<file path="config.mk">
export PLATFORM = sky130hd
export DESIGN_NAME = boot_pw_gate
export DESIGN_NICKNAME = d
export VERILOG_FILES = /design/src/rtl/boot_pw_gate.sv
export SDC_FILE = /design/constraint.sdc
export NUM_CORES = 1
export LEC_CHECK = 0
export ABC_AREA = 0
export BUFFER_PORTS_ARGS = -buffer_cell sky130_fd_sc_hd__buf_2
export CORE_MARGIN = 4
export CORE_UTILIZATION = 40
export DETAILED_ROUTE_END_ITERATION = 7
export GPL_TIMING_DRIVEN = 0
export SETUP_SLACK_MARGIN = 0.3
export SYNTH_ARGS = -nofsm -noshare
export SYNTH_HDL_FRONTEND = slang
export SYNTH_SLANG_ARGS = --single-unit
</file>
<file path="constraint.sdc">
create_clock -name clk -period 2 [get_ports clk]
set_input_delay 0.5 -clock clk [delete_from_list [all_inputs] [get_ports clk]]
set_output_delay 0.5 -clock clk [all_outputs]
set_load 0.02 [all_outputs]
</file>
<file path="src/rtl/boot_pw_gate.sv">
module boot_pw_gate #(
  parameter int          PW_LEN  = 12,
  parameter logic [7:0]  CMD_RAM = 8'h10,
  parameter logic [7:0]  BLANK   = 8'hFF
) (
  input  logic       clk,
  input  logic       rst_n,
  input  logic [7:0] rx_data,
  input  logic       rx_valid,
  input  logic       rx_err,
  input  logic       sync_mode,
  output logic [7:0] tx_data,
  output logic       tx_valid,
  input  logic       tx_ready,
  output logic [$clog2(PW_LEN)-1:0] pw_addr,
  output logic       pw_rd,
  input  logic [7:0] pw_rdata,
  output logic       grant
);
  localparam int AW = $clog2(PW_LEN);
  localparam int IW = $clog2(PW_LEN + 1);
  localparam logic [IW-1:0] LAST = IW'(PW_LEN - 1);
  localparam logic [IW-1:0] TOP  = IW'(PW_LEN);

  typedef enum logic [1:0] {S_CMD, S_PW, S_SUM, S_CHK} st_t;

  st_t           st;
  logic [7:0]    prev_cmd, sum, cmp_byte, first;
  logic [IW-1:0] idx;
  logic          rxe, pwe, same, cmp_pend, cmp_first;

  wire take = rx_valid & ~tx_valid;
  wire bad  = rx_err & ~sync_mode;

  assign pw_rd   = take && (st == S_PW);
  assign pw_addr = idx[AW-1:0];

  always_ff @(posedge clk) begin
    if (!rst_n) begin
      st <= S_CMD; prev_cmd <= 8'h00; tx_valid <= 1'b0; tx_data <= 8'h00;
      grant <= 1'b0; idx <= '0; sum <= 8'h00; rxe <= 1'b0; pwe <= 1'b0;
      same <= 1'b1; first <= 8'h00; cmp_pend <= 1'b0; cmp_byte <= 8'h00;
      cmp_first <= 1'b0;
    end else begin
      grant    <= 1'b0;
      cmp_pend <= 1'b0;
      if (tx_valid && tx_ready) tx_valid <= 1'b0;

      if (cmp_pend) begin
        if (pw_rdata != cmp_byte) pwe <= 1'b1;
        if (cmp_first) first <= pw_rdata;
        else if (pw_rdata != first) same <= 1'b0;
      end

      case (st)
        S_CMD: if (take) begin
          prev_cmd <= rx_data;
          tx_valid <= 1'b1;
          idx <= '0; sum <= 8'h00; rxe <= 1'b0; pwe <= 1'b0; same <= 1'b1;
          if (bad)
            tx_data <= {prev_cmd[7:4], 4'h8};
          else if (rx_data == CMD_RAM) begin
            tx_data <= CMD_RAM;
            st <= S_PW;
          end else
            tx_data <= {prev_cmd[7:4], 4'h1};
        end
        S_PW: if (take) begin
          sum       <= sum + rx_data;
          rxe       <= rxe | bad;
          cmp_pend  <= 1'b1;
          cmp_byte  <= rx_data;
          cmp_first <= (idx == '0);
          idx       <= idx + 1'b1;
          if (idx == LAST) st <= S_SUM;
        end
        S_SUM: if (take) begin
          sum <= sum + rx_data;
          rxe <= rxe | bad;
          st  <= S_CHK;
        end
        default: begin
          tx_valid <= 1'b1;
          st  <= S_CMD;
          idx <= '0;
          same <= 1'b1;
          if (rxe)
            tx_data <= {CMD_RAM[7:4], 4'h8};
          else if (sum != 8'h00)
            tx_data <= {CMD_RAM[7:4], 4'h1};
          else if (pwe || (same && first != BLANK))
            tx_data <= {CMD_RAM[7:4], 4'h1};
          else begin
            tx_data <= CMD_RAM;
            grant <= 1'b1;
          end
        end
      endcase
    end
  end


  ack_hold_chk: assert property (@(posedge clk) disable iff (!rst_n)
    tx_valid && !tx_ready |=> tx_valid && $stable(tx_data));


  no_read_pending_chk: assert property (@(posedge clk) disable iff (!rst_n)
    tx_valid |-> !pw_rd);


  grant_ack_chk: assert property (@(posedge clk) disable iff (!rst_n)
    grant |-> tx_valid && tx_data == CMD_RAM);


  grant_pulse_chk: assert property (@(posedge clk) disable iff (!rst_n)
    grant |=> !grant);


  idx_range_chk: assert property (@(posedge clk) disable iff (!rst_n)
    idx <= TOP);
endmodule

</file>
==> results.md, run 1 <==
- In the final routed layout, each cell accounts on average for 14.8 µm.
- The H-tree generated during clock tree synthesis spans 2 levels.
- The minimum clock period after layout is 1.74 ns.
- The number of antenna violations at the first check in global routing is 0.
- After detailed placement, the design holds a cell count of 412.
- The share of synthesized registers carrying an async set or reset is 0%.
- With fillers left out, the area of the finished cells amounts to 0.00314 mm².
- Counting flops with a built-in enable in the synthesized netlist gives 0.
- The count of warnings emitted by yosys is 0.
- The initial standard-cell utilization of the core is 42.2%.
- The critical path required time is 1.50 ns.
- The count of vias placed by the detailed router is 2265.
- In this design, the critical path's most frequently occurring cell is sky130_fd_sc_hd__buf_6.
- The first global-routing pass estimated 10400 µm of wire.
- Derived from the worst setup path, the maximum achievable clock frequency is 574 MHz.
- The hold path startpoint is prev_cmd[4].
- The share of total power dissipated in sequential elements is 49.8%.
- The largest stage delay on the critical path is 0.35 ns.
- The areal power density over the cells is 610 mW/mm².
- The multi-input gate area in the final layout is 0.00159 mm².
- The hold-fix buffer count after cts is 0.
- After layout, the worst setup slack is 0.257 ns.
- The number of different library cells used by synthesis comes to 51.
- The TritonCTS buffer count is 5.
- The final clock period utilization by the worst path is 87.1%.
- Setup violations remaining at the end of the flow were counted as 0.
- Of the synthesized area, sequential elements account for 36.6%.
- Measured along the x axis, the die boundary spans 88.2 µm.
- The die covers 0.00778 mm².
- The signal on the critical path passes through and2b_2, nand2_2, buf_6, inv_8, buf_6.
- Entering global routing, the biggest net connects 16 pins.
- The switching part of the total is 24.6%.
- The global-route total usage across every layer is 17.0%.
- The global-route met2 utilization is 27.0%.
- The total placed instance area is 0.00285 mm².
- The library cells used most frequently in the layout, excluding fill and tap cells, are sky130_fd_sc_hd__nand2_1, sky130_fd_sc_hd__dfxtp_1, sky130_fd_sc_hd__buf_2.
- The number of nets still failing antenna checks after routing is 0.
- The type of the setup path with the least slack is register to primary output.
- Timing analysis after detailed placement gives a worst setup slack of -0.0287 ns.
- The number of maximum-capacitance violations is 0.
- In the global route stage, met3 resource usage came out at 3.10%.
- 0 antenna diodes ended up in the layout.
- In this run the tool buffered the top-level ports with 33 buffer cells.
- The final net count is 389.
- The critical path starts at tx_valid.
- The share of power burned in the clock network is 39.3%.
- The share of post-route cells with drive strength above 1 is 24.3%.
- After global routing, the most crowded layer is met2.
- The vertical extent of the die is 88.2 µm.
- The clock transition at the registers of the reported paths is 0.10 ns.
- The worst setup path is launched from a register.
- Registers take 951 µm².
- The total wire length is 6330 µm.
- The final core utilization is 51.6%.
- The detailed-route DRC error count is 0.
- Dividing the detail-routed via count by the number of cells gives 5.28.
- The tree built by TritonCTS fans out to 47 sinks.
- The wire-length estimate of the detail-placed layout is 4760 µm.
- The maximum vdd drop is 327 µV.
- The number of endpoints with negative hold slack in the final report is 0.
- The per-instance average area after synthesis is 8.49 µm².
- STA puts the critical path data arrival time at 1.24 ns.
- Setup repair after global routing could not meet its margin everywhere.
- After technology mapping, the gate count stands at 303.
- The startpoint of the lowest-slack register-to-register path is sum[0].
- The iteration count of the initial detailed-routing pass is 4.
- The flow ran to the end, and the final reports show no timing, DRC or antenna violations.
- The final global-route overflow total is 0.
- The highest net fanout along the worst path is 4.
- For this design the total switching power over the nets is 471 µW.
- The tree is rooted in a sky130_fd_sc_hd__clkbuf_8.
- In the synthesized netlist the dominant register cell turns out to be sky130_fd_sc_hd__dfxtp_1.
- The core region is 0.00610 mm².
- The relative area change from synthesis to final layout is 22.2%.
- Row generation in the floorplan step produced 28 rows.
- Global routing consumed, on the met1 layer, 23.4% of the routing resources.
- The setup check on the worst reg-to-reg path leaves a slack of 0.36 ns.
- The worst setup path is captured at a primary output.
- The maximum buffer depth of the clock tree is 2.
- For this design the static power due to leakage is 1.30 nW.
- The finished layout holds 429 standard cells, fillers aside.
- Internal power comes to 1.45 mW.
- The via count of the first global-routing pass came to 2211.
- The worst hold path belongs to the class register to register.
- Leaving out fill and tap cells, the most frequent cell in the layout is sky130_fd_sc_hd__nand2_1.
- The number of max-slew violations in the final report is 0.
- The synthesized design contains 47 register bits.
- In this run, the number of DRC markers left after iteration 0 of detailed routing was 107.
- Clock latency on the worst-skew pair, taken at its later pin, is 0.30 ns.
- The highest-delay cell along the critical path is sky130_fd_sc_hd__dfxtp_2.
- In the final timing run, aggregate negative setup slack is 0 ns.
- The filler cells instantiated in the layout total 613.
- TritonCTS built the clock tree.
- The final weighted congestion of routability-driven global placement is 0.817.
- Combinational logic is responsible for 10.9% of the overall power.
- 37 I/O pins were placed.
- In this run the cell area of the synthesized design comes to 0.00257 mm².
- Between clock sinks in the finished design, the worst skew comes to 0.00525 ns.
-- cells by family (layout without fill, tap and decap cells) --
group,after synthesis,after routing,synth area share (%)
muxes,2,2,0.778
AOI/OAI and AO/OA,78,78,21.2
and+or+nand+nor,115,115,22.3
adders and majority gates,14,14,7.10
buffers and inverters,26,76,5.06
other,1,2,0.146
xor gates and xnor gates,20,20,6.81
DFF,47,47,36.6
-- power by group through the flow --
stage,Sequential (mW),Clock [mW],Combinational (mW)
after floorplan,0.988,0,0.109
after global placement,0.979,0,0.194
after detailed placement,0.979,0,0.195
after CTS,0.956,0.771,0.203
after global routing,0.957,0.805,0.229
final,0.955,0.754,0.209
-- area by class of cell --
cell class | instances | area share [%]
Buffer | 14 | 3.11
Clock buffer | 6 | 2.63
Clock inverter | 2 | 1.23
Inverter | 12 | 1.75
Multi-Input combinational cell | 231 | 50.4
Sequential cell | 47 | 30.3
Tap cell | 75 | 2.99
Timing Repair Buffer | 42 | 7.60
-- worst paths after layout --
kind	endpoint	depth (start not counted)
setup / recovery	pw_rd	5
hold / removal	tx_data[4]	2
setup reg to reg	sum[6]	8
hold reg to reg	tx_data[4]	2
-- critical path, delay by kind of cell, from the launching register on --
family	cells	cell delay, ns
buf+inv	3	0.28
flops	1	0.35
simple gates	2	0.31
-- per-stage QoR --
step	hold WS (ns)	total power [mW]
final	0.459	1.92
after global routing	0.467	1.99
after CTS	0.455	1.93
after detailed placement	0.451	1.17
after global placement	0.447	1.17
after floorplan	0.424	1.10
-- synthesized netlist by cell type (all sizes together) (2+ instances only) --
cell / instances / area (µm²)
dfxtp: 47 / 941
o211a: 2 / 20.0
xnor2: 3 / 26.3
inv: 12 / 45.0
o21ai: 24 / 124
nand3: 20 / 100
nand4: 2 / 12.5
and2: 5 / 31.3
nor4: 5 / 31.3
mux2i: 2 / 20.0
and2b: 2 / 15.0
nor2b: 10 / 62.6
clkbuf: 6 / 22.5
nand2b: 5 / 33.8
nor2: 7 / 26.3
a21o: 2 / 15.0
xor2: 17 / 149
a21boi: 24 / 180
nand2: 48 / 180
o31ai: 4 / 43.8
ha: 13 / 163
nor3: 5 / 30.0
buf: 8 / 62.6
a22oi: 3 / 22.5
a21oi: 10 / 50.1
-- flip-flops by register name, summed over array words and instances (netlist names), 2 cells and up --
register and flops:
st 2, first 8, cmp_byte 8, sum 8, prev_cmd 4, tx_data 6, pw_addr 4
-- layer usage --
metal	routed length, µm	vias to the layer above
met5	0	-
li1	-	1151
met2	2890	34
met1	3150	1071
met4	86	0
met3	210	9
-- repair_timing --
item / in CTS / in global routing
pin swaps: 2 / 5
endpoints found under the setup margin: 14 / 9
cloned: 0 / 0
hold endpoints to repair: 0 / 0
gates resized for setup: 24 / 11
setup buffers: 7 / 2
Power figures use the tool's default switching activity.
==> run 2: changes to the inputs <==
Settings changed: SETUP_SLACK_MARGIN 0.3 to not set.
==> results.md, run 2 (synthesis gave the netlist of run 1 again) <==
- The worst setup path is captured at a primary output.
- The startpoint of the most critical setup path is st[1].
- 0 antenna diodes ended up in the layout.
- The final instance count without filler cells is 421.
- The clock reaches the later pin of the worst-skew pair after 0.29 ns.
- The number of endpoints with negative hold slack in the final report is 0.
- The number of max-slew violations in the final report came to 0.
- Of all nets on the critical path, the largest fanout is 10.
- The final global-route overflow total is 0.
- The path type of the worst min-delay path is register to register.
- The final critical-path setup slack is 0.113 ns.
- Prior to clock tree synthesis, the placed netlist has a worst setup slack of -0.116 ns.
- At the end of the flow, the number of nets in the layout was 382.
- The analysis attributes to cell leakage a power of 1.24 nW.
- The boundary pin count is 37.
- For the worst setup path, the data required time is 1.50 ns.
- The endpoint identified for the worst register-to-register timing path is sum[6].
- The terminating pin of the worst hold path is prev_cmd[5].
- Entering global routing, the biggest net connects 14 pins.
- The slowest stage of the critical path belongs to the cell sky130_fd_sc_hd__dfxtp_4.
- The final-layout worst hold slack is 0.464 ns.
- The detailed-route DRC error count is 0.
- The clock tree root buffer cell is sky130_fd_sc_hd__clkbuf_8.
- The total negative setup slack is 0 ns.
- The first detailed-routing pass ran for 4 iterations.
- After detailed routing, the average wire length per cell comes to 14.5 µm.
- The maximum buffer depth of the clock tree is 2.
- The setup check on the worst reg-to-reg path leaves a slack of 0.13 ns.
- After routing the design area is 0.00298 mm².
- The highest clock frequency the design can meet is 530 MHz.
- The share of post-route cells with drive strength above 1 is 17.9%.
- The worst-case IR drop observed on VDD is 348 µV.
- Across all layers, the routed design uses 2190 vias.
- The count of H-tree levels built during CTS is 2.
- The count of nets left with antenna violations once routing finished came out at 0.
- Once placement completed, the tool counted placed cells totaling 412.
- The type of the setup path with the least slack is register to primary output.
- The number of standard-cell rows in the floorplan is 28.
- Across the run, the number of max-cap violations was 0.
- The first global-routing pass estimated 10100 µm of wire.
- The flow ran to the end, and the final reports show no timing, DRC or antenna violations.
- On the worst path, the slowest cell contributes a delay of 0.37 ns.
- For this configuration, the core starts out at a cell density of 42.2%.
- The arrival time at the worst endpoint is 1.39 ns.
- The half-perimeter wire length after placement is 4670 µm.
- The final weighted congestion of routability-driven global placement is 0.786.
- In the final layout, the registers with the most flip-flops are cmp_byte x8, first x8, sum x8.
- The areal power density over the cells is 612 mW/mm².
- The worst-case clock skew is 0.00659 ns.
- The tree built by TritonCTS fans out to 47 sinks.
- The library cells used most frequently in the layout, excluding fill and tap cells, are sky130_fd_sc_hd__nand2_1, sky130_fd_sc_hd__dfxtp_1, sky130_fd_sc_hd__buf_2.
- The core region is 0.00610 mm².
- Across every metal layer, demand over resource in global routing totals 16.7%.
- The number of buffer cells added on primary ports is 33.
- The CTS tree is done.
- The design draws 1.82 mW.
- The count of cells along the worst hold path is 2.
- The critical path goes through inv_2, ha_4, nand2_1, buf_6, inv_4, buf_4.
- The DRC violation total after the first TritonRoute iteration is 63.
- The most common cell after layout, fill and taps aside is sky130_fd_sc_hd__nand2_1.
- The final count of negative-setup-slack endpoints is 0.
- The final layout contains routed wiring with a total length of 6110 µm.
- The worst setup path is launched from a register.
- The via density per instance is 5.20.
- Setup repair after global routing left no endpoint under its margin.
- In this run the cell area measured after placement is 0.00284 mm².
- The via count of the first global-routing pass is 2088.
- The worst register-to-register path begins at sum[0].
- Dividing the final minimum period by the clock period gives 94.3%.
- After clock tree synthesis, the clock-pin slew on the worst setup and hold paths is 0.09 ns.
- From synthesis to final layout, the design area changed by 16.0%.
- The number of clock buffers added by TritonCTS is 5.
- For this run, the share of the core covered by cells in the final layout is 48.9%.
- The hold-fix buffer count after cts is 0.
- The overall die width is 88.2 µm.
- The worst hold path begins at prev_cmd[5].
- The vertical extent of the die is 88.2 µm.
- The number of cells on the worst reg-to-reg path is 8.
- The die area is 0.00778 mm².
- The minimum clock period after layout is 1.89 ns.
- The number of antenna violations at the first check in global routing came to 0.
## run 2: cell count changes in the layout (fill, tap and decap cells not counted), sizes merged
| cell | previous run | this run |
|---|---|---|
| buf | 50 | 43 |
| inv | 13 | 12 |
## run 2: layout make-up
type | instances | area, µm²
multi-input cells | 231 | 1520
flip-flops and latches | 47 | 946
clock inverters | 1 | 30.0
plain buffers | 14 | 92.6
inverters | 12 | 47.5
fillers | 624 | 3110
clock buffers | 6 | 72.6
repair buffers | 35 | 183
well taps | 75 | 93.8
## run 2: power breakdown
part / internal (mW) / switching [mW] / total [mW]
clock network: 0.367 / 0.310 / 0.677
registers: 0.948 / 0.00749 / 0.955
logic: 0.0783 / 0.115 / 0.193
## run 2: metal layers
layer  vias to the layer above  wire, µm  GRT usage, %
met5                         -         0             0
met4                         0        45          4.12
met3                         5       261          3.01
met2                        32      2740          26.0
met1                      1016      3060          23.8
li1                       1137         -             -
## run 2: repair_timing
item / CTS / global route
setup buffers: 0 / 2
setup endpoints to repair: 2 / 1
gates resized for setup: 9 / 2
## run 2: worst max-delay path by stage
stage,to
after floorplan,sum[6]
after global placement,sum[6]
after detailed placement,sum[6]
after CTS,pw_rd
after global routing,pw_rd
final,pw_rd
## run 2: critical path: cells and delay by family, from the launching register on
| family | cells | cell delay, ns |
|---|---|---|
| adders and majority gates | 1 | 0.16 |
| DFF | 1 | 0.37 |
| and+or+nand+nor | 1 | 0.08 |
| buffers and inverters | 4 | 0.48 |
